`config.mk`:
```
export PLATFORM = sky130hd
export DESIGN_NAME = hb_gate_ctrl
export DESIGN_NICKNAME = d
export VERILOG_FILES = /design/src/rtl/hb_gate_pkg.sv /design/src/rtl/hb_sync.sv /design/src/rtl/hb_uvlo.sv /design/src/rtl/hb_fault_fsm.sv /design/src/rtl/hb_deadtime.sv /design/src/rtl/hb_gate_ctrl.sv
export SDC_FILE = /design/constraint.sdc
export NUM_CORES = 1
export LEC_CHECK = 0
export BUFFER_PORTS_ARGS = -buffer_cell sky130_fd_sc_hd__buf_2
export CAP_MARGIN = 20
export CORE_ASPECT_RATIO = 0.8
export CORE_MARGIN = 2
export CORE_UTILIZATION = 50
export CTS_CLUSTER_DIAMETER = 80
export DETAILED_ROUTE_END_ITERATION = 8
export PLACE_DENSITY = 0.74
export REMOVE_ABC_BUFFERS = 1
export SLEW_MARGIN = 20
export SYNTH_ARGS = -nofsm -noshare
export SYNTH_HDL_FRONTEND = slang
export SYNTH_SLANG_ARGS = --single-unit
```
`constraint.sdc`:
```
create_clock -name clk -period 0.9 [get_ports clk]
set_input_delay 0 -clock clk [delete_from_list [all_inputs] [get_ports clk]]
set_output_delay 0 -clock clk [all_outputs]
set_load 0.02 [all_outputs]
```
`src/rtl/hb_gate_pkg.sv`:
```
`timescale 1ns/1ps
package hb_gate_pkg;
  localparam int SYNC_DEPTH = 2;

  typedef enum logic [1:0] {
    REQ_NONE = 2'd0,
    REQ_HI   = 2'd1,
    REQ_LO   = 2'd2
  } drv_req_e;

  typedef enum logic [1:0] {
    FLT_RUN   = 2'd0,
    FLT_PULL  = 2'd1,
    FLT_REARM = 2'd2
  } flt_state_e;
endpackage

```
`src/rtl/hb_sync.sv`:
```
`timescale 1ns/1ps
module hb_sync #(
  parameter int WIDTH = 1,
  parameter int DEPTH = 2
) (
  input  logic             clk,
  input  logic             rst_n,
  input  logic [WIDTH-1:0] d,
  output logic [WIDTH-1:0] q
);
  logic [DEPTH-1:0][WIDTH-1:0] stage_q;

  always_ff @(posedge clk or negedge rst_n) begin
    if (!rst_n) begin
      stage_q <= '0;
    end else begin
      stage_q[0] <= d;
      for (int i = 1; i < DEPTH; i++) begin
        stage_q[i] <= stage_q[i-1];
      end
    end
  end

  assign q = stage_q[DEPTH-1];
endmodule

```
`src/rtl/hb_uvlo.sv`:
```
`timescale 1ns/1ps
module hb_uvlo #(
  parameter int VCC_W        = 10,
  parameter int VCC_ON_CODE  = 600,
  parameter int VCC_OFF_CODE = 525
) (
  input  logic             clk,
  input  logic             rst_n,
  input  logic [VCC_W-1:0] vcc_code,
  output logic             supply_ok
);
  localparam logic [VCC_W-1:0] ON_L  = VCC_W'(VCC_ON_CODE);
  localparam logic [VCC_W-1:0] OFF_L = VCC_W'(VCC_OFF_CODE);

  logic ok_q, ok_d, ok_en;

  always_comb begin
    ok_en = 1'b0;
    ok_d  = ok_q;
    if (!ok_q && (vcc_code >= ON_L)) begin
      ok_en = 1'b1;
      ok_d  = 1'b1;
    end else if (ok_q && (vcc_code <= OFF_L)) begin
      ok_en = 1'b1;
      ok_d  = 1'b0;
    end
  end

  always_ff @(posedge clk or negedge rst_n) begin
    if (!rst_n) begin
      ok_q <= 1'b0;
    end else if (ok_en) begin
      ok_q <= ok_d;
    end
  end

  assign supply_ok = ok_q;
endmodule

```
`src/rtl/hb_fault_fsm.sv`:
```
`timescale 1ns/1ps
module hb_fault_fsm
  import hb_gate_pkg::*;
(
  input  logic clk,
  input  logic rst_n,
  input  logic oc_s,
  input  logic sd_s,
  output logic run,
  output logic pull
);
  flt_state_e st_q, st_d;

  always_comb begin
    st_d = st_q;
    case (st_q)
      FLT_RUN:   if (oc_s) st_d = FLT_PULL;
      FLT_PULL:  if (!sd_s) st_d = FLT_REARM;
      FLT_REARM: begin
        if (oc_s)      st_d = FLT_PULL;
        else if (sd_s) st_d = FLT_RUN;
      end
      default:   st_d = FLT_RUN;
    endcase
  end

  always_ff @(posedge clk or negedge rst_n) begin
    if (!rst_n) begin
      st_q <= FLT_RUN;
    end else begin
      st_q <= st_d;
    end
  end

  assign run  = (st_q == FLT_RUN);
  assign pull = (st_q == FLT_PULL);
endmodule

```
`src/rtl/hb_deadtime.sv`:
```
`timescale 1ns/1ps
module hb_deadtime
  import hb_gate_pkg::*;
#(
  parameter int DEAD_CYC = 45
) (
  input  logic clk,
  input  logic rst_n,
  input  logic en,
  input  logic hi_s,
  input  logic lo_s,
  output logic hs,
  output logic ls
);
  localparam int            CW       = $clog2(DEAD_CYC + 1);
  localparam logic [CW-1:0] CNT_LOAD = CW'(DEAD_CYC);

  drv_req_e      want, req_q, req_d;
  logic [CW-1:0] cnt_q, cnt_d;
  logic          hs_q, hs_d, ls_q, ls_d;

  always_comb begin
    want = REQ_NONE;
    if (en && hi_s && !lo_s)      want = REQ_HI;
    else if (en && lo_s && !hi_s) want = REQ_LO;
  end

  always_comb begin
    req_d = req_q;
    cnt_d = cnt_q;
    hs_d  = 1'b0;
    ls_d  = 1'b0;
    if (want != req_q) begin
      req_d = want;
      cnt_d = CNT_LOAD;
    end else if (cnt_q != '0) begin
      cnt_d = cnt_q - 1'b1;
    end else begin
      hs_d = (want == REQ_HI);
      ls_d = (want == REQ_LO);
    end
  end

  always_ff @(posedge clk or negedge rst_n) begin
    if (!rst_n) begin
      req_q <= REQ_NONE;
      cnt_q <= '0;
      hs_q  <= 1'b0;
      ls_q  <= 1'b0;
    end else begin
      req_q <= req_d;
      cnt_q <= cnt_d;
      hs_q  <= hs_d;
      ls_q  <= ls_d;
    end
  end

  assign hs = hs_q;
  assign ls = ls_q;
endmodule

```
`src/rtl/hb_gate_ctrl.sv`:
```
`timescale 1ns/1ps
module hb_gate_ctrl
  import hb_gate_pkg::*;
#(
  parameter int VCC_W        = 10,
  parameter int VCC_ON_CODE  = 600,
  parameter int VCC_OFF_CODE = 525,
  parameter int DEAD_CYC     = 45
) (
  input  logic             clk,
  input  logic             rst_n,
  input  logic             hi_cmd,
  input  logic             lo_cmd,
  input  logic             sd_n,
  input  logic             oc_flag,
  input  logic [VCC_W-1:0] vcc_code,
  output logic             hs_gate,
  output logic             ls_gate,
  output logic             sd_pull
);
  localparam int NSYNC = 4;

  logic [1:0]       rst_pipe;
  logic             rst_i;
  logic [NSYNC-1:0] raw_in, syn_in;
  logic             hi_s, lo_s, sd_s, oc_s;
  logic             supply_ok, run, drive_en;

  // reset: asserted at once, released after two clock edges
  always_ff @(posedge clk or negedge rst_n) begin
    if (!rst_n) begin
      rst_pipe <= 2'b00;
    end else begin
      rst_pipe <= {rst_pipe[0], 1'b1};
    end
  end
  assign rst_i = rst_pipe[1];

  assign raw_in = {hi_cmd, lo_cmd, sd_n, oc_flag};
  assign {hi_s, lo_s, sd_s, oc_s} = syn_in;

  hb_sync #(.WIDTH(NSYNC), .DEPTH(SYNC_DEPTH)) u_sync (
    .clk(clk), .rst_n(rst_i), .d(raw_in), .q(syn_in)
  );

  hb_uvlo #(.VCC_W(VCC_W), .VCC_ON_CODE(VCC_ON_CODE), .VCC_OFF_CODE(VCC_OFF_CODE)) u_uvlo (
    .clk(clk), .rst_n(rst_i), .vcc_code(vcc_code), .supply_ok(supply_ok)
  );

  hb_fault_fsm u_fault (
    .clk(clk), .rst_n(rst_i), .oc_s(oc_s), .sd_s(sd_s), .run(run), .pull(sd_pull)
  );

  // the fault flag gates the drive directly, bypassing the shutdown line
  assign drive_en = supply_ok & sd_s & run & ~oc_s;

  hb_deadtime #(.DEAD_CYC(DEAD_CYC)) u_dead (
    .clk(clk), .rst_n(rst_i), .en(drive_en), .hi_s(hi_s), .lo_s(lo_s),
    .hs(hs_gate), .ls(ls_gate)
  );
endmodule

```
# After elaboration in Yosys (flattened, before gate mapping)

Cells that the tools add are included.

Bits in registers: 23
Latch bits: 0
Bits in writable memories: 0
Memory bits (read-only): 0
Input bits: 16
Output and inout bits: 3
Word-level logic and storage cells: 56
Memories: 0

Add/subtract/negate cells: 1
Multipliers: 0
Divide/modulo/power cells: 0
Order comparisons: 2
Eq/ne operators: 8
Shift operators: 0
Multiplexer cells: 17
Bitwise gates (word level): 4
Reduce and logical (&&, ||, !) cells: 15

Operators with widths:

| operator               | count |
|---|---|
| $mux W2                | 6 |
| $mux W6                | 2 |
| $ge A10 B10 Y1 const B | 1 |
| $le A10 B10 Y1 const B | 1 |
| $mux W1                | 8 |
| $logic_and A1 B1 Y1    | 6 |
| $pmux W2 S3            | 1 |
| $reduce_bool A6 Y1     | 1 |
| $sub A6 B1 Y6 const B  | 1 |
| $eq A2 B1 Y1 const B   | 2 |
| $eq A2 B2 Y1 const B   | 2 |
| $reduce_bool A2 Y1     | 2 |
| $and A1 B1 Y1          | 3 |
| $logic_not A1 Y1       | 3 |
| $ne A3 B3 Y1 const B   | 1 |
| $reduce_and A3 Y1      | 1 |
| $logic_not A2 Y1       | 1 |
| $ne A2 B1 Y1 const B   | 1 |
| $ne A2 B2 Y1           | 1 |
| $ne A2 B2 Y1 const B   | 1 |
| $reduce_and A2 Y1      | 1 |
| $not A1 Y1             | 1 |

# Logic depth before layout (Yosys ltp)

Word-level depth: 10
Mapped depth: 7
Gate-level depth less buffers: 7

# Hierarchy

Synthesis repeated with hierarchy kept, for this count alone.

Cell total of the unflattened synthesis: 85
Area, all modules: 1018.5 um^2

Modules (own cells, without submodules):

| module       | instances | cells each | area an instance (um^2) | sequential area each (um^2) |
|---|---|---|---|---|
| hb_deadtime  | 1         | 54         | 556.8                   | 250.2 |
| hb_sync      | 1         | 12         | 230.2                   | 200.2 |
| hb_fault_fsm | 1         | 8          | 102.6                   | 50.0 |
| hb_uvlo      | 1         | 7          | 65.1                    | 25.0 |
| hb_gate_ctrl | 1         | 4          | 63.8                    | 50.0 |

# Worst setup path after synthesis

Ideal clock, no wire load.

Path type: reg-to-reg
From: reg u_fault.st_q[0]
To: reg u_dead.cnt_q[5]
Library setup time: 124 ps
Data arrival time: 1326 ps
Data required time: 776 ps
Setup slack: -550 ps
Stages on the path, launching flop included: 6
Buffers on the path: 0
Period minus slack after synthesis: 1450 ps
Cell sequence: dfrtp_1 -> nor2_4 -> nand3_4 -> o41ai_2 -> a211oi_2 -> a211o_1

Word-level cells in the longest chain between the ends: 9
Elaborated cells on any way between the ends: 12
Those cells by class: eq/ne: 1; mux: 3; bitwise: 2; reduce/logical: 6

Ends and longest elaborated chain:

| item                                                 | line               | text |
|---|---|---|
| start: declaration                                   | hb_fault_fsm.sv:12 | `flt_state_e st_q, st_d;` |
| start signal: assignment                             | hb_fault_fsm.sv:31 | `st_q <= st_d;` |
| $logic_not A2 Y1 *                                   | hb_fault_fsm.sv:35 | `assign run = (st_q == FLT_RUN);` |
| $and A1 B1 Y1 * (2 in a row)                         | hb_gate_ctrl.sv:55 | `assign drive_en = supply_ok & sd_s & run & ~oc_s;` |
| $logic_and A1 B1 Y1 (2 in a row)                     | hb_deadtime.sv:25  | `else if (en && lo_s && !hi_s) want = REQ_LO;` |
| $mux W2                                              | hb_deadtime.sv:25  |  |
| $mux W2 *                                            | hb_deadtime.sv:24  | `if (en && hi_s && !lo_s) want = REQ_HI;` |
| $ne A2 B2 Y1 *                                       | hb_deadtime.sv:33  | `if (want != req_q) begin` |
| $mux W6 / $reduce_bool A2 Y1 (equally long branches) | --                 |  |
| end signal: assignment                               | hb_deadtime.sv:52  | `cnt_q <= cnt_d;` |
| end: declaration                                     | hb_deadtime.sv:19  | `logic [CW-1:0] cnt_q, cnt_d;` |

Mark *: on every way between the ends. The rest lies on a longest branch, timed or not.
A chain may end at the register's enable or synchronous reset.

# Worst setup path after layout

From: reg u_fault.st_q[1]
To: reg u_dead.ls_q, in the netlist u_dead.ls

Word-level cells in the longest chain between the ends: 10
Elaborated cells on any way between the ends: 13
Those cells by class: eq/ne: 2; mux: 4; bitwise: 2; reduce/logical: 5

Ends and longest elaborated chain:

| item                             | line               | text |
|---|---|---|
| $logic_not A2 Y1 *               | hb_fault_fsm.sv:35 |  |
| $and A1 B1 Y1 * (2 in a row)     | hb_gate_ctrl.sv:55 |  |
| $logic_and A1 B1 Y1 (2 in a row) | hb_deadtime.sv:25  |  |
| $mux W2                          | hb_deadtime.sv:25  |  |
| $mux W2 *                        | hb_deadtime.sv:24  |  |
| $eq A2 B2 Y1                     | hb_deadtime.sv:40  | `ls_d = (want == REQ_LO);` |
| $mux W1                          | hb_deadtime.sv:36  | `end else if (cnt_q != '0) begin` |
| $mux W1 *                        | hb_deadtime.sv:33  |  |
| via u_dead.ls_d                  | hb_deadtime.sv:20  | `logic hs_q, hs_d, ls_q, ls_d;` |
| end signal: assignment           | hb_deadtime.sv:54  | `ls_q <= ls_d;` |
| end: declaration                 | hb_deadtime.sv:20  |  |

The timed path passes the listed nets; every way through them passes the cells marked *.

==> results.yml <==
outcome:
  status: "finished, violations left"
  violations: "negative setup slack"
synthesis:
  synth_cell_types: 33
  synth_area_per_cell_sq_um: 12.1
  synthArstFlopShare_pct: 100
  seq_area_frac_synth_pct: 61.2
  yosys_most_used_dff: "dfrtp_1"
  syn_area_sq_um: 941
  synth_edf_count: 0
  ys_ff_latch: 23
  synth_warnings: 0
  syn_inst: 78
worst_hold_path:
  hold_start: "vcc_code[6]"
  hp-class: "in2reg"
  min_to: "u_uvlo.supply_ok"
  min_path_cells: 3
final_layout:
  fillers: 101
  drive_gt1_share_pct: 50.7
  final_cell_mix: "dfrtp_1, buf_4, buf_2"
  final_nets: 153
  diodes: 0
  utilization_pct: 82.5
  layout_commonest_cell: "dfrtp_1"
  instances_no_fill: 158
  syn_to_final_growth_pct: 59.7
drt:
  drt_first_pass_iters: 4
  highest_layer: "met4"
  ant_nets: 0
  route.detailed.wl_per_inst_microns: 15.2
  drt-initial-drc-count: 17
  routed_wl_microns: 2410
  via_per_inst: 5.08
  drcViolationCount: 0
  wl_met2_microns: 1260
  vias: 803
  route.met3.wl_microns: 55
  wl_met1_microns: 1020
setup_path:
  reg2reg_depth: 6
  crit_path_max_incr_delay_ps: 450
  cp-end-kind: "flip-flop"
  ff2ff_setup_slack_ps: -630
  path_max_fanout: 5
  cp.arrival_ps: 1790
  crit_chain: "nor2b_4 > nand3_4 > o41ai_4 > a211oi_4 > buf_4 > nor3_2"
  regToRegEndpoint: "u_dead.ls"
  cp-start-kind: "flip-flop"
  startpoint: "u_fault.st_q[1]"
  worst-setup-path-type: "reg2reg"
  cpMaxStageDelayCell: "dfrtp_1"
  cp_data_required_time_ps: 1160
  reg2reg_from: "u_fault.st_q[1]"
clocking:
  htree_levels: 1
  clock_path_buffers: 2
  clock_latency_ps: 320
  cts.sinks: 23
  cts_inserted_buffers: 3
  cts_root_buffer: "clkbuf_4"
  tritoncts: "built"
  path_clk_slew_ps: 140
pwr:
  p_leak_nw: 0.678
  ir_drop_mv: 1.45
  cellPowerDensity_nw_per_um2: 2000
sta:
  whs_ps: 17.9
  fin_crit_ps: 1530
  max_freq_mhz: 654
  hold_viol: 0
  setup_viol: 14
  clock_skew_ps: 14.1
  report.final.slew_viol_count: 0
  grt_setup_unrepaired: "true"
  fin_crit_sh_pct: 170
  layout_setup_ws_ps: -629
floorplan:
  ios: 19
  rows: 14
  die-area_sq_um: 2250
  die_w_microns: 52.5
  start_util_pct: 51.6
  die_h_microns: 42.8
  core-area_sq_um: 1820
global_routing:
  grt_pass1_wl_microns: 3870
  antenna_found_initial: 0
  grt.overflow.total: 0
  grt_use_total_pct: 24.5
  grt_max_degree: 15
  grt_pass1_vias: 839
placed_design:
  routabilityCongestion: 0.831
  portBuffers: 17
  hpwl_microns: 1400
  place.detailed.instances: 137
job:
  drv_cap: 0
[worst max path at each step]
stage | endpoint | slack, ps | cells after the start
after CTS | u_dead.cnt_q[5] | -600 | 5
after detailed placement | u_dead.hs | -690 | 5
after global routing | u_dead.ls | -700 | 6
final | u_dead.ls | -630 | 6
after global placement | u_dead.cnt_q[5] | -540 | 5
after floorplan | u_dead.cnt_q[5] | -550 | 5
[flip-flops by register name (all words and copies together) (netlist names), 2 cells and up]
| name | cells |
|---|---|
| rst_pipe | 2 |
| u_dead.cnt_q | 6 |
| u_dead.req_q | 2 |
| u_fault.st_q | 2 |
| u_sync.q | 4 |
| u_sync.stage_q | 4 |
[per-layer routing]
layer / vias up / GRT usage [%]
li1: 384 / -
met1: 391 / 28.6
met2: 22 / 43.3
met3: 6 / 5.28
met4: 0 / 9.74
met5: - / 0
[where the power goes]
part	total (mW)	internal [mW]	switching, mW
Clock	0.506	0.170	0.336
Sequential	1.34	1.21	0.131
Combinational	1.15	0.661	0.492
[through the flow]
| step | setup TNS [ps] | setup slack [ps] | area, sq um | power (mW) |
|---|---|---|---|---|
| 2_1_floorplan | -3760 | -550 | 941 | 1.82 |
| 6_report | -5700 | -629 | 1500 | 3.00 |
| 3_5_place_dp | -5110 | -691 | 1190 | 2.28 |
| 3_3_place_gp | -4100 | -543 | 1190 | 2.25 |
| 5_1_grt | -6640 | -704 | 1500 | 3.19 |
| 4_1_cts | -5300 | -599 | 1460 | 2.89 |
[area by class of cell]
class | instances | area (sq um) | area share (%)
Timing Repair Buffer | 52 | 405 | 27.0
Tap cell | 24 | 30.0 | 2.00
Inverter | 4 | 15.0 | 0.999
Clock inverter | 1 | 7.51 | 0.500
Sequential cell | 23 | 578 | 38.5
Clock buffer | 3 | 22.5 | 1.50
Multi-Input combinational cell | 51 | 444 | 29.6
[cell families (layout without fill, tap and decap cells)]
family,Yosys count,after routing,synth area share (%)
AO/OA/AOI/OAI,13,13,11.0
other,1,1,0.399
multiplexers,1,1,1.20
XOR/XNOR,2,2,1.86
adder cells (fa/ha/maj),2,2,2.66
AND/OR/NAND/NOR,32,32,20.1
buffers and inverters,4,60,1.60
flip-flops,23,23,61.2
[critical path, delay by kind of cell (launching register included)]
family	cells	cell delay [ps]
AO/OA/AOI/OAI	2	480
flip-flops	1	450
AND/OR/NAND/NOR	3	390
buffers and inverters	1	160
[Yosys cell counts, types with 2 or more instances]
| cell type | n | share of area (%) |
|---|---|---|
| a21oi_1 | 2 | 1.1 |
| a31oi_1 | 2 | 1.3 |
| dfrtp_1 | 23 | 61 |
| ha_1 | 2 | 2.7 |
| inv_1 | 4 | 1.6 |
| nand2_1 | 7 | 2.8 |
| nor2_1 | 5 | 2.0 |
| nor2b_1 | 3 | 2.0 |
| nor3_1 | 5 | 2.7 |
| nor4_1 | 2 | 1.3 |
[timing repair]
item	in CTS	in global routing
pin swaps	5	2
endpoints found under the setup margin	14	15
hold endpoints to repair	7	0
setup buffers	5	1
hold buffers	12	0
gates resized for setup	18	12
Note: power is estimated with default switching activity, not from simulation.
